**src/rtl/irq_dispatch_pkg.sv**
```systemverilog
package irq_dispatch_pkg;
  typedef enum logic [1:0] {
    REQ_IRQ    = 2'd0,
    REQ_USER   = 2'd1,
    REQ_KERNEL = 2'd2,
    REQ_DOUBLE = 2'd3
  } req_kind_e;

  localparam int MAX_LEVELS = 7;
  localparam int LVL_W      = 3;
  localparam int PS_EXCM    = 4;
  localparam int PS_UM      = 5;
  localparam logic [7:0] CAUSE_LEVEL1 = 8'd4;
endpackage

```
**src/rtl/irqd_qualify.sv**
```systemverilog
module irqd_qualify
  import irq_dispatch_pkg::*;
#(
  parameter int NLEVEL = 6,
  parameter int NIRQ   = 8,
  parameter logic [MAX_LEVELS:0][NIRQ-1:0] LEVEL_MASK = '0
) (
  input  logic [LVL_W-1:0] level,
  input  logic [3:0]       cur_level,
  input  logic [NIRQ-1:0]  pending,
  input  logic [NIRQ-1:0]  enable,
  output logic             ok
);
  logic above_cur, in_range, has_src;

  always_comb begin
    above_cur = {1'b0, level} > cur_level;
    in_range  = int'(level) <= NLEVEL;
    has_src   = |(LEVEL_MASK[level] & pending & enable);
    ok        = above_cur && in_range && has_src;
  end
endmodule

```
**src/rtl/irqd_vecgen.sv**
```systemverilog
module irqd_vecgen
  import irq_dispatch_pkg::*;
#(
  parameter bit          RELOCATABLE = 1'b1,
  parameter logic [31:0] DEF_VECBASE = 32'hD000_0000,
  parameter logic [31:0] KERNEL_OFF  = 32'h300,
  parameter logic [31:0] USER_OFF    = 32'h340,
  parameter logic [31:0] DOUBLE_OFF  = 32'h3C0,
  parameter logic [31:0] LVL_OFF     = 32'h180,
  parameter logic [31:0] LVL_STEP    = 32'h40
) (
  input  logic             use_level,
  input  logic [LVL_W-1:0] level,
  input  req_kind_e        kind,
  input  logic [31:0]      vecbase,
  output logic [31:0]      vector
);
  logic [31:0] def_vec;

  always_comb begin
    if (use_level) begin
      def_vec = DEF_VECBASE + LVL_OFF + (32'(level) - 32'd2) * LVL_STEP;
    end else begin
      unique case (kind)
        REQ_USER:   def_vec = DEF_VECBASE + USER_OFF;
        REQ_DOUBLE: def_vec = DEF_VECBASE + DOUBLE_OFF;
        default:    def_vec = DEF_VECBASE + KERNEL_OFF;
      endcase
    end
  end

  generate
    if (RELOCATABLE) begin : g_reloc
      assign vector = def_vec - DEF_VECBASE + vecbase;
    end else begin : g_fixed
      assign vector = def_vec;
    end
  endgenerate
endmodule

```
**src/rtl/irqd_bank.sv**
```systemverilog
module irqd_bank
  import irq_dispatch_pkg::*;
#(
  parameter int NLEVEL   = 6,
  parameter bit HAS_DEPC = 1'b1
) (
  input  logic             clk,
  input  logic             rst_n,
  input  logic             epc_we,
  input  logic             eps_we,
  input  logic             depc_we,
  input  logic [LVL_W-1:0] wr_level,
  input  logic [31:0]      pc_in,
  input  logic [31:0]      ps_in,
  input  logic [LVL_W-1:0] rd_level,
  output logic [31:0]      epc_rd,
  output logic [31:0]      eps_rd,
  output logic [31:0]      depc
);
  logic [31:0] epc_q [1:NLEVEL];
  logic [31:0] eps_q [2:NLEVEL];

  generate
    for (genvar g = 1; g <= NLEVEL; g++) begin : g_epc
      always_ff @(posedge clk) begin
        if (!rst_n) epc_q[g] <= '0;
        else if (epc_we && wr_level == LVL_W'(g)) epc_q[g] <= pc_in;
      end
    end
    for (genvar g = 2; g <= NLEVEL; g++) begin : g_eps
      always_ff @(posedge clk) begin
        if (!rst_n) eps_q[g] <= '0;
        else if (eps_we && wr_level == LVL_W'(g)) eps_q[g] <= ps_in;
      end
    end
    if (HAS_DEPC) begin : g_depc
      logic [31:0] depc_q;
      always_ff @(posedge clk) begin
        if (!rst_n) depc_q <= '0;
        else if (depc_we) depc_q <= pc_in;
      end
      assign depc = depc_q;
    end else begin : g_no_depc
      assign depc = '0;
    end
  endgenerate

  always_comb begin
    epc_rd = '0;
    eps_rd = '0;
    for (int l = 1; l <= NLEVEL; l++)
      if (rd_level == LVL_W'(l)) epc_rd = epc_q[l];
    for (int l = 2; l <= NLEVEL; l++)
      if (rd_level == LVL_W'(l)) eps_rd = eps_q[l];
  end
endmodule

```
**src/rtl/irq_dispatch.sv**
```systemverilog
module irq_dispatch
  import irq_dispatch_pkg::*;
#(
  parameter int          NLEVEL         = 6,
  parameter int          NIRQ           = 8,
  parameter int          NIBRK          = 2,
  parameter bit          HAS_INTERRUPTS = 1'b1,
  parameter bit          HAS_DEPC       = 1'b1,
  parameter bit          RELOCATABLE    = 1'b1,
  parameter logic [31:0] RESET_VEC      = 32'hFE00_0000,
  parameter logic [31:0] DEF_VECBASE    = 32'hD000_0000,
  parameter logic [MAX_LEVELS:0][NIRQ-1:0] LEVEL_MASK = 64'h8040_2010_0804_0300
) (
  input  logic             clk,
  input  logic             rst_n,
  input  logic             req_valid,
  input  logic [1:0]       req_kind,
  input  logic             pend_wr_en,
  input  logic [2:0]       pend_level_in,
  input  logic [NIRQ-1:0]  int_pending,
  input  logic [NIRQ-1:0]  int_enable,
  input  logic             pc_wr_en,
  input  logic [31:0]      pc_wdata,
  input  logic             ps_wr_en,
  input  logic [31:0]      ps_wdata,
  input  logic             vecbase_wr_en,
  input  logic [31:0]      vecbase_wdata,
  input  logic             ibrk_wr_en,
  input  logic [NIBRK-1:0] ibrk_wdata,
  input  logic [2:0]       rd_level,
  output logic [31:0]      pc,
  output logic [31:0]      ps,
  output logic [7:0]       exc_cause,
  output logic             taken,
  output logic [31:0]      epc_rd,
  output logic [31:0]      eps_rd,
  output logic [31:0]      depc,
  output logic [31:0]      vecbase,
  output logic [NIBRK-1:0] ibrk_en,
  output logic [2:0]       pend_level
);
  localparam logic [31:0] PS_RESET = HAS_INTERRUPTS ? 32'h1F : 32'h10;

  logic [31:0]      pc_q, ps_q, vecbase_q;
  logic [7:0]       cause_q;
  logic             taken_q;
  logic [NIBRK-1:0] ibrk_q;
  logic [LVL_W-1:0] pend_q;

  req_kind_e        kind;
  logic             qual_ok, irq_take, exc_take, take, high_lvl, in_excm, use_level;
  req_kind_e        vec_kind;
  logic [31:0]      target;
  logic             epc_we, eps_we, depc_we;
  logic [LVL_W-1:0] bank_lvl;

  assign kind = req_kind_e'(req_kind);

  irqd_qualify #(.NLEVEL(NLEVEL), .NIRQ(NIRQ), .LEVEL_MASK(LEVEL_MASK)) u_qual (
    .level(pend_q), .cur_level(ps_q[3:0]), .pending(int_pending),
    .enable(int_enable), .ok(qual_ok)
  );

  always_comb begin
    high_lvl  = pend_q > LVL_W'(1);
    in_excm   = ps_q[PS_EXCM];
    irq_take  = req_valid && kind == REQ_IRQ && qual_ok;
    exc_take  = req_valid && kind != REQ_IRQ;
    take      = irq_take || exc_take;
    use_level = irq_take && high_lvl;
    if (!irq_take)     vec_kind = kind;
    else if (in_excm)  vec_kind = REQ_DOUBLE;
    else if (ps_q[PS_UM]) vec_kind = REQ_USER;
    else               vec_kind = REQ_KERNEL;
    eps_we   = use_level;
    epc_we   = irq_take && (high_lvl || !in_excm || !HAS_DEPC);
    depc_we  = irq_take && !high_lvl && in_excm && HAS_DEPC;
    bank_lvl = high_lvl ? pend_q : LVL_W'(1);
  end

  irqd_vecgen #(.RELOCATABLE(RELOCATABLE), .DEF_VECBASE(DEF_VECBASE)) u_vec (
    .use_level(use_level), .level(pend_q), .kind(vec_kind),
    .vecbase(vecbase_q), .vector(target)
  );

  irqd_bank #(.NLEVEL(NLEVEL), .HAS_DEPC(HAS_DEPC)) u_bank (
    .clk(clk), .rst_n(rst_n), .epc_we(epc_we), .eps_we(eps_we),
    .depc_we(depc_we), .wr_level(bank_lvl), .pc_in(pc_q), .ps_in(ps_q),
    .rd_level(rd_level), .epc_rd(epc_rd), .eps_rd(eps_rd), .depc(depc)
  );

  always_ff @(posedge clk) begin
    if (!rst_n) begin
      pc_q      <= RESET_VEC;
      ps_q      <= PS_RESET;
      vecbase_q <= DEF_VECBASE;
      cause_q   <= '0;
      taken_q   <= 1'b0;
      ibrk_q    <= '0;
      pend_q    <= '0;
    end else begin
      taken_q <= take;
      if (take) begin
        pc_q <= target;
      end else if (pc_wr_en) begin
        pc_q <= pc_wdata;
      end
      if (use_level) begin
        ps_q <= {ps_q[31:5], 1'b1, 1'b0, pend_q};
      end else if (irq_take) begin
        ps_q    <= ps_q | (32'd1 << PS_EXCM);
      end else if (ps_wr_en && !take) begin
        ps_q <= ps_wdata;
      end
      if (irq_take && !high_lvl) cause_q <= CAUSE_LEVEL1;
      if (vecbase_wr_en) vecbase_q <= vecbase_wdata;
      if (ibrk_wr_en)    ibrk_q    <= ibrk_wdata;
      if (pend_wr_en)    pend_q    <= pend_level_in;
    end
  end

  assign pc         = pc_q;
  assign ps         = ps_q;
  assign exc_cause  = cause_q;
  assign taken      = taken_q;
  assign vecbase    = vecbase_q;
  assign ibrk_en    = ibrk_q;
  assign pend_level = pend_q;
endmodule

```
**config.mk**
```make
export PLATFORM = sky130hd
export DESIGN_NAME = irq_dispatch
export DESIGN_NICKNAME = d
export VERILOG_FILES = /design/src/rtl/irq_dispatch_pkg.sv /design/src/rtl/irqd_qualify.sv /design/src/rtl/irqd_vecgen.sv /design/src/rtl/irqd_bank.sv /design/src/rtl/irq_dispatch.sv
export SDC_FILE = /design/constraint.sdc
export NUM_CORES = 1
export LEC_CHECK = 0
export BUFFER_PORTS_ARGS = -buffer_cell sky130_fd_sc_hd__buf_4
export CAP_MARGIN = 20
export CELL_PAD_IN_SITES_DETAIL_PLACEMENT = 0
export CELL_PAD_IN_SITES_GLOBAL_PLACEMENT = 1
export CORE_MARGIN = 1
export CORE_UTILIZATION = 43
export CTS_BUF_LIST = sky130_fd_sc_hd__clkbuf_8
export DETAILED_ROUTE_END_ITERATION = 10
export GPL_TIMING_DRIVEN = 1
export PLACE_DENSITY_LB_ADDON = 0.1
export SKIP_CTS_REPAIR_TIMING = 1
export SLEW_MARGIN = 20
export SYNTH_ARGS = -nofsm -noshare
export SYNTH_HDL_FRONTEND = slang
export SYNTH_SLANG_ARGS = --single-unit
```
**constraint.sdc**
```tcl
create_clock -name clk -period 6.1 [get_ports clk]
set_clock_uncertainty 0.2 [all_clocks]
set_input_delay 0.61 -clock clk [delete_from_list [all_inputs] [get_ports clk]]
set_output_delay 0.61 -clock clk [all_outputs]
set_load 0.005 [all_outputs]
```
# After elaboration in Yosys (flattened, before gate mapping)
# Memory sizes are Yosys's and may differ from the RTL's. A register that Yosys moved wholly into a read port is not among the register bits.
# Index checks and enable logic that the tools add are counted.
[op_classes]
n_addsub = 4
multipliers = 0
div = 0
order_cmp = 4
eq_ne = 15
n_shift = 0
muxes = 70
bitwise = 16
n_reduce_logical = 34
[op_table]
columns = ["op", "count"]
rows = [
  ["2-to-1 mux 32 bit", 25],
  ["2-to-1 mux 1 bit", 34],
  ["adder 32 bit", 1],
  ["adder 32 bit, first input constant", 1],
  ["subtractor 32 bit, second input constant", 1],
  ["logical AND 1 bit", 21],
  ["equality test 3 bit, second input constant", 6],
  ["bitwise AND 8 bit", 2],
  ["case mux 8 bit (2 select lines)", 1],
  ["equality test 3 x 2 -> 1 bit, second input constant", 4],
  ["2-to-1 mux 4 bit", 3],
  ["bitwise OR 1 bit", 11],
  ["2-to-1 mux 3 bit", 3],
  ["2-to-1 mux 8 bit", 1],
  ["OR reduction 8 bit", 1],
  ["equality test 3 x 1 -> 1 bit, second input constant", 2],
  ["2-to-1 mux 2 bit", 3],
  ["nonzero test 2 bit", 3],
  ["> comparator 3 x 4 -> 1 bit", 1],
  ["less-than comparator 3 x 4 -> 1 bit, second input constant", 1],
  ["subtractor 3 x 2 -> 4 bit, second input constant", 1],
  ["> comparator 3 x 1 -> 1 bit, second input constant", 1],
  ["<= comparator 3 bit, second input constant", 1],
  ["logical NOT 1 bit", 3],
  ["other kinds (9)", 12],
]
[totals]
regBits = 135
latchBits = 0
ramBits = 352
romBits = 64
inputBits = 130
out_inout_bits = 206
memories = 3
[memory_table]
columns = ["memory", "words", "word_bits", "rd", "rd_clocked_by_memory_dff", "wr", "line_no", "rtl"]
rows = [
  ["u_bank.epc_q", 6, 32, 6, 0, 6, "irqd_bank.sv:20", "logic [31:0] epc_q [1:NLEVEL];"],
  ["u_bank.eps_q", 5, 32, 5, 0, 5, "irqd_bank.sv:21", "logic [31:0] eps_q [2:NLEVEL];"],
  ["(name not given)", 8, 8, 1, 1, 0, "irqd_qualify.sv:19", "has_src = |(LEVEL_MASK[level] & pending & enable);"],
]

# Logic depth before layout (Yosys ltp)
[depth]
ltp_word = 14
ltp_mapped = 20

# Hierarchy
# A second synthesis with hierarchy kept.
[unflattened]
cells_unflattened = 1954
area_unflattened_um2 = 23453.7
[modules_own_cells]
columns = ["module", "n_inst", "cells_each", "area_per_inst_um2", "seq_area_each_um2"]
rows = [
  ["irqd_bank", 1, 1256, 17185.2, 11210.8],
  ["irq_dispatch", 1, 452, 4386.7, 2062.0],
  ["irqd_vecgen", 1, 227, 1720.4, 0.0],
  ["irqd_qualify", 1, 19, 161.4, 0.0],
]

# Worst setup path before layout
# No wires, ideal clock.
[synth_path]
path_kind = "register to register"
from = "reg pend_q[0] (netlist: pend_level[0])"
to = "reg, netlist name u_bank.epc_q[0][128]"
setup_time_ns = 0.511
arrival_time_ns = 5.028
t_required_ns = 5.389
slack_ns = 0.361
path_stages_with_launch = 9
path_buffers = 1
cell_sequence = "dfxtp_1 -> buf_2 -> inv_1 -> ha_1 -> nor2b_1 -> o21ai_0 -> a221oi_4 -> o211ai_1 -> o41ai_1"
[synth_lines]
columns = ["element", "line_no", "rtl"]
rows = [
  ["start, declared", "irq_dispatch.sv:48", "logic [LVL_W-1:0] pend_q;"],
  ["start signal, assigned", "irq_dispatch.sv:118", "if (pend_wr_en) pend_q <= pend_level_in;"],
]

# Worst setup path after layout
[layout_path]
from = "reg pend_q[0] (netlist: pend_level[0])"
to = "reg pc_q[23] (netlist: pc[23])"
[layout_via]
elab_chain_len = 11
elab_cells_between_ends = 19
classes_between = "4 x add/sub; 3 x order compare; 2 x eq/ne; 4 x mux; 6 x reduce/logical"
[layout_lines]
columns = ["element", "line_no", "rtl"]
rows = [
  ["parallel branches: the longest is 11 deep, another holds adder 32 bit", "n/a", ""],
  ["end signal, assigned", "irq_dispatch.sv:104", "pc_q <= target;"],
  ["end signal, assigned", "irq_dispatch.sv:106", "pc_q <= pc_wdata;"],
  ["end, declared", "irq_dispatch.sv:44", "logic [31:0] pc_q, ps_q, vecbase_q;"],
]
# Parallel ways; which one is timed is not known.
# A chain may end at the register's enable or synchronous reset.

==> impl_metrics.xml <==
<?xml version="1.0" encoding="UTF-8"?>
<metrics>
  <group name="grt">
    <metric name="globalRoute.totalOverflow" unit="">0</metric>
    <metric name="grt_first_pass_wirelength" unit="µm">102500</metric>
    <metric name="grt_max_degree" unit="">86</metric>
    <metric name="first_global_vias" unit="">16890</metric>
    <metric name="initial_antenna_violation_count" unit="">9</metric>
    <metric name="track_usage" unit="%">25.01</metric>
  </group>
  <group name="logic_synthesis">
    <metric name="yosys_warnings" unit="">0</metric>
    <metric name="yosysUniqueCellTypes" unit="">64</metric>
    <metric name="synth.ff_latch_count" unit="">494</metric>
    <metric name="avgSynthCellArea" unit="µm²">11.48</metric>
    <metric name="sequential_to_total_area_share_from_yosys_stat" unit="%">57.80</metric>
    <metric name="postSynth.asyncResetShare" unit="%">0</metric>
    <metric name="postSynthCellCount" unit="">2021</metric>
    <metric name="library_cell_with_the_largest_summed_area_after_synthesis" unit="">sky130_fd_sc_hd__edfxtp_1</metric>
    <metric name="dominantRegCellSynth" unit="">sky130_fd_sc_hd__edfxtp_1</metric>
    <metric name="synthesis.area" unit="µm²">23200</metric>
    <metric name="synth_edf_count" unit="">352</metric>
    <metric name="netlist_top_cells_area" unit="">sky130_fd_sc_hd__edfxtp_1 (46%), sky130_fd_sc_hd__dfxtp_1 (12%), sky130_fd_sc_hd__and2_1 (9.1%)</metric>
    <metric name="post-synth-top-area-fraction" unit="%">45.55</metric>
  </group>
  <group name="pwr">
    <metric name="share_comb_of_total_power" unit="%">9.7</metric>
    <metric name="netSwitchingFraction" unit="%">25.42</metric>
    <metric name="power_per_cell_area" unit="nW/µm²">259.8</metric>
    <metric name="internal-power" unit="mW">5.487</metric>
    <metric name="seq_power_share" unit="%">52.1</metric>
    <metric name="leakage" unit="nW">12.04</metric>
    <metric name="power.switching" unit="mW">1.870</metric>
    <metric name="p_total" unit="mW">7.357</metric>
    <metric name="vdd_ir_drop_max" unit="µV">128.5</metric>
    <metric name="p_clk_share" unit="%">38.2</metric>
  </group>
  <group name="setup_path">
    <metric name="cp_slowest_stage_delay" unit="ns">0.57</metric>
    <metric name="arrival_time_worst_endpoint" unit="ns">5.89</metric>
    <metric name="timing.rr.end" unit="">pc[23]$_SDFFE_PN0P_</metric>
    <metric name="worstReg2RegStart" unit="">pend_level[0]$_SDFFE_PN0P_</metric>
    <metric name="reg2reg_slack" unit="ns">0.56</metric>
    <metric name="critical-path-slowest-cell" unit="">sky130_fd_sc_hd__dfxtp_1</metric>
    <metric name="crit_path_max_fanout" unit="">9</metric>
    <metric name="worstPathCellList" unit="">inv_1 &gt; ha_1 &gt; nor2b_1 &gt; o21ai_0 &gt; a221oi_4 &gt; nand2_1 &gt; a211oi_1 &gt; o22a_1 &gt; ha_1 &gt; ha_1 &gt; fa_1 &gt; a21o_1 &gt; a221oi_4 &gt; o31ai_2 &gt; a211oi_4 &gt; o21ai_2 &gt; and3_4 &gt; a2111oi_2</metric>
    <metric name="critPathLaunchType" unit="">register</metric>
    <metric name="required" unit="ns">6.45</metric>
    <metric name="endpoint_kind" unit="">register</metric>
    <metric name="reg2reg_depth" unit="">18</metric>
    <metric name="cpMostUsedCell" unit="">sky130_fd_sc_hd__ha_1</metric>
    <metric name="crit_type" unit="">reg -&gt; reg</metric>
  </group>
  <group name="routing">
    <metric name="drt_drc_violations_left" unit="">0</metric>
    <metric name="vias" unit="">16760</metric>
    <metric name="drt_iter0_markers" unit="">1263</metric>
    <metric name="drt-vias-per-instance" unit="">5.345</metric>
    <metric name="post_drt_wl_per_cell" unit="µm">21.97</metric>
    <metric name="first_pass_iters" unit="">5</metric>
    <metric name="ant_nets" unit="">0</metric>
    <metric name="postRouteWirelength" unit="µm">68890</metric>
  </group>
  <group name="sta">
    <metric name="relSlewSlack" unit="%">29.23</metric>
    <metric name="fmaxAchievable" unit="GHz">0.1805</metric>
    <metric name="period_needed" unit="ns">5.539</metric>
    <metric name="min_period_over_period" unit="%">90.80</metric>
    <metric name="slew_viol_final" unit="">0</metric>
    <metric name="totalNegativeSetupSlack" unit="ns">0</metric>
    <metric name="timing_worst_slew_pin_value" unit="ns">1.059</metric>
    <metric name="timing.final.setup_violations" unit="">0</metric>
    <metric name="rsz0062_at_grt" unit="">false</metric>
    <metric name="count_of_final_hold_check_violations" unit="">4</metric>
    <metric name="timing.hold.ws" unit="ns">-0.01063</metric>
  </group>
  <group name="cts">
    <metric name="cts_made_buffers" unit="">84</metric>
    <metric name="htree_num_levels" unit="">3</metric>
    <metric name="worstSkewPairLatency" unit="ns">0.65</metric>
    <metric name="cts_num_sinks" unit="">494</metric>
    <metric name="clk_root_buffer_cell" unit="">sky130_fd_sc_hd__clkbuf_8</metric>
    <metric name="max-clock-path-buffers" unit="">3</metric>
    <metric name="worst_setup_hold_path_clk_slew" unit="ns">0.06</metric>
    <metric name="tritoncts_clock_tree" unit="">built</metric>
  </group>
  <group name="floorplan">
    <metric name="fp.dieW" unit="µm">234.3</metric>
    <metric name="floorplan.io_pins" unit="">336</metric>
    <metric name="die_h" unit="µm">234.3</metric>
    <metric name="num_rows" unit="">84</metric>
    <metric name="starting_density_of_the_core" unit="%">43.81</metric>
    <metric name="floorplan.die_area" unit="µm²">54900</metric>
    <metric name="coreArea" unit="µm²">52970</metric>
  </group>
  <group name="final_layout">
    <metric name="final_util" unit="%">53.46</metric>
    <metric name="final_layout_size_suffix_gt1_share" unit="%">22.70</metric>
    <metric name="syn_to_final_growth" unit="%">22.03</metric>
    <metric name="layout.nets" unit="">2549</metric>
    <metric name="layout.cells.non_filler" unit="">3136</metric>
  </group>
  <group name="placement">
    <metric name="gp_routability_congestion" unit="">0.8840</metric>
    <metric name="hpwlAfterDp" unit="µm">43260</metric>
    <metric name="dp_cells" unit="">2945</metric>
    <metric name="port_buffers" unit="">328</metric>
  </group>
  <group name="status">
    <metric name="failed_checks" unit="">hold timing</metric>
    <metric name="run_status" unit="">finished, violations left</metric>
  </group>
  <group name="hold_path">
    <metric name="min_delay_worst_endpoint" unit="">vecbase[4]$_SDFFE_PN0P_</metric>
    <metric name="min_from" unit="">vecbase_wdata[4]</metric>
    <metric name="worstHoldPathType" unit="">in -&gt; reg</metric>
    <metric name="worst_hold_path_cells" unit="">3</metric>
  </group>
  <group name="run">
    <metric name="cap_violations" unit="">0</metric>
  </group>
</metrics>
[synthesized netlist by cell type, drive strengths merged, types with 34 or more instances]
cell    count
edfxtp    352
and2      336
mux2i     184
nand2     163
dfxtp     142
nor2      141
a21oi     124
clkbuf    111
o21ai     100
ha         45
mux2       39
a221oi     34
[critical path, delay by kind of cell (launching register included)]
family,cells,cell delay [ns]
compound gates,10,2.71
fa+ha+maj,4,1.11
buf+inv,1,0.24
flops,1,0.57
simple gates,3,0.61
[cell type report]
cell class / count / area [µm²]
inverters: 23 / 88.84
flip-flops and latches: 494 / 13410
clock inverters: 55 / 236.5
multi-input cells: 1375 / 9296
clock buffers: 98 / 1349
fillers: 4757 / 24650
well taps: 688 / 860.8
diodes: 8 / 20.02
repair buffers: 395 / 3053
[kinds of logic after synthesis]
group	after synthesis	share of synthesized area (%)
and+or+nand+nor	720	16.39
adders and majority gates	46	2.513
DFF	494	57.80
other	1	0.01616
xor gates and xnor gates	32	1.208
muxes	223	9.830
buffers and inverters	163	2.955
AOI/OAI and AO/OA	342	9.291
[power by group through the flow]
stage | clock network (mW) | registers [mW] | logic, mW
2_1_floorplan | 0 | 3.85 | 0.362
3_3_place_gp | 0 | 3.90 | 0.700
3_5_place_dp | 0 | 3.91 | 0.702
4_1_cts | 2.88 | 3.84 | 0.705
5_1_grt | 3.04 | 3.85 | 0.776
6_report | 2.81 | 3.84 | 0.714
[cell usage in the layout, fill, tap and decap left out, types with 3 or more instances in the layout]
cell | synthesis | routed
sky130_fd_sc_hd__nand2_1 | 162 | 162
sky130_fd_sc_hd__nor2b_1 | 6 | 4
sky130_fd_sc_hd__a21oi_1 | 124 | 123
sky130_fd_sc_hd__dlygate4sd3_1 | 0 | 30
sky130_fd_sc_hd__a31oi_1 | 9 | 9
sky130_fd_sc_hd__nor4_1 | 14 | 14
sky130_fd_sc_hd__edfxtp_1 | 352 | 352
sky130_fd_sc_hd__nand2b_1 | 4 | 4
sky130_fd_sc_hd__nor2_1 | 140 | 139
sky130_fd_sc_hd__xnor2_1 | 24 | 24
sky130_fd_sc_hd__conb_1 | 1 | 12
sky130_fd_sc_hd__o21ai_0 | 97 | 89
sky130_fd_sc_hd__inv_1 | 22 | 66
sky130_fd_sc_hd__o31ai_1 | 5 | 4
sky130_fd_sc_hd__and2_1 | 336 | 336
sky130_fd_sc_hd__inv_6 | 0 | 3
sky130_fd_sc_hd__a211oi_1 | 25 | 25
sky130_fd_sc_hd__a221oi_1 | 32 | 32
sky130_fd_sc_hd__ha_1 | 45 | 45
sky130_fd_sc_hd__nor3_4 | 4 | 4
sky130_fd_sc_hd__clkbuf_8 | 0 | 98
sky130_fd_sc_hd__clkinv_2 | 0 | 5
sky130_fd_sc_hd__diode_2 | 0 | 8
sky130_fd_sc_hd__dfxtp_1 | 142 | 142
sky130_fd_sc_hd__xor2_1 | 8 | 8
sky130_fd_sc_hd__a211oi_4 | 3 | 3
sky130_fd_sc_hd__mux2i_1 | 184 | 184
sky130_fd_sc_hd__nor3_1 | 8 | 8
sky130_fd_sc_hd__nand4_1 | 8 | 8
sky130_fd_sc_hd__nand3_1 | 10 | 10
sky130_fd_sc_hd__o21ai_4 | 0 | 8
sky130_fd_sc_hd__a21o_1 | 7 | 6
sky130_fd_sc_hd__mux2_2 | 39 | 39
sky130_fd_sc_hd__o21a_1 | 5 | 5
sky130_fd_sc_hd__buf_4 | 7 | 364
sky130_fd_sc_hd__o21ai_2 | 3 | 3
sky130_fd_sc_hd__o211ai_1 | 8 | 8
sky130_fd_sc_hd__and3_1 | 18 | 18
[worst max path at each step]
stage | start | endpoint | slack, ns
floorplan | pend_level[0]$_SDFFE_PN0P_ | u_bank.epc_q[0][128]$_SDFFCE_PN0P_ | 0.36
global placement | pend_level[0]$_SDFFE_PN0P_ | pc[23]$_SDFFE_PN0P_ | 0.76
detailed placement | pend_level[0]$_SDFFE_PN0P_ | pc[23]$_SDFFE_PN0P_ | 0.63
CTS | pend_level[0]$_SDFFE_PN0P_ | pc[23]$_SDFFE_PN0P_ | 0.57
global route | pend_level[0]$_SDFFE_PN0P_ | pc[23]$_SDFFE_PN0P_ | 0.14
finish | pend_level[0]$_SDFFE_PN0P_ | pc[23]$_SDFFE_PN0P_ | 0.56
[sequential cells by signal, indices dropped and copies added (netlist names), named ones only]
register and flops:
exc_cause 1, ibrk_en 2, pc 32, pend_level 3, ps 32, taken 1
u_bank.depc 32, u_bank.epc_q 192, u_bank.eps_q 160, vecbase 32
[per-stage QoR]
stage | instance area (µm²) | hold WS (ns) | setup slack, ns
2_1_floorplan | 23250 | 0.2605 | 0.3611
3_3_place_gp | 26410 | 0.2784 | 0.7605
3_5_place_dp | 26410 | 0.2731 | 0.6252
4_1_cts | 28000 | -0.07903 | 0.5729
5_1_grt | 28310 | 0.0007802 | 0.1402
6_report | 28320 | -0.01063 | 0.5611
[layer usage]
metal,GRT usage [%],part of all wire [%],wire length [µm]
met4,8.669,2.1,1447
met5,0,0,0
met1,34.27,44,30500
met2,39.90,47,32720
met3,4.365,6.1,4230
No activity file was read; power rests on OpenSTA's default activity.
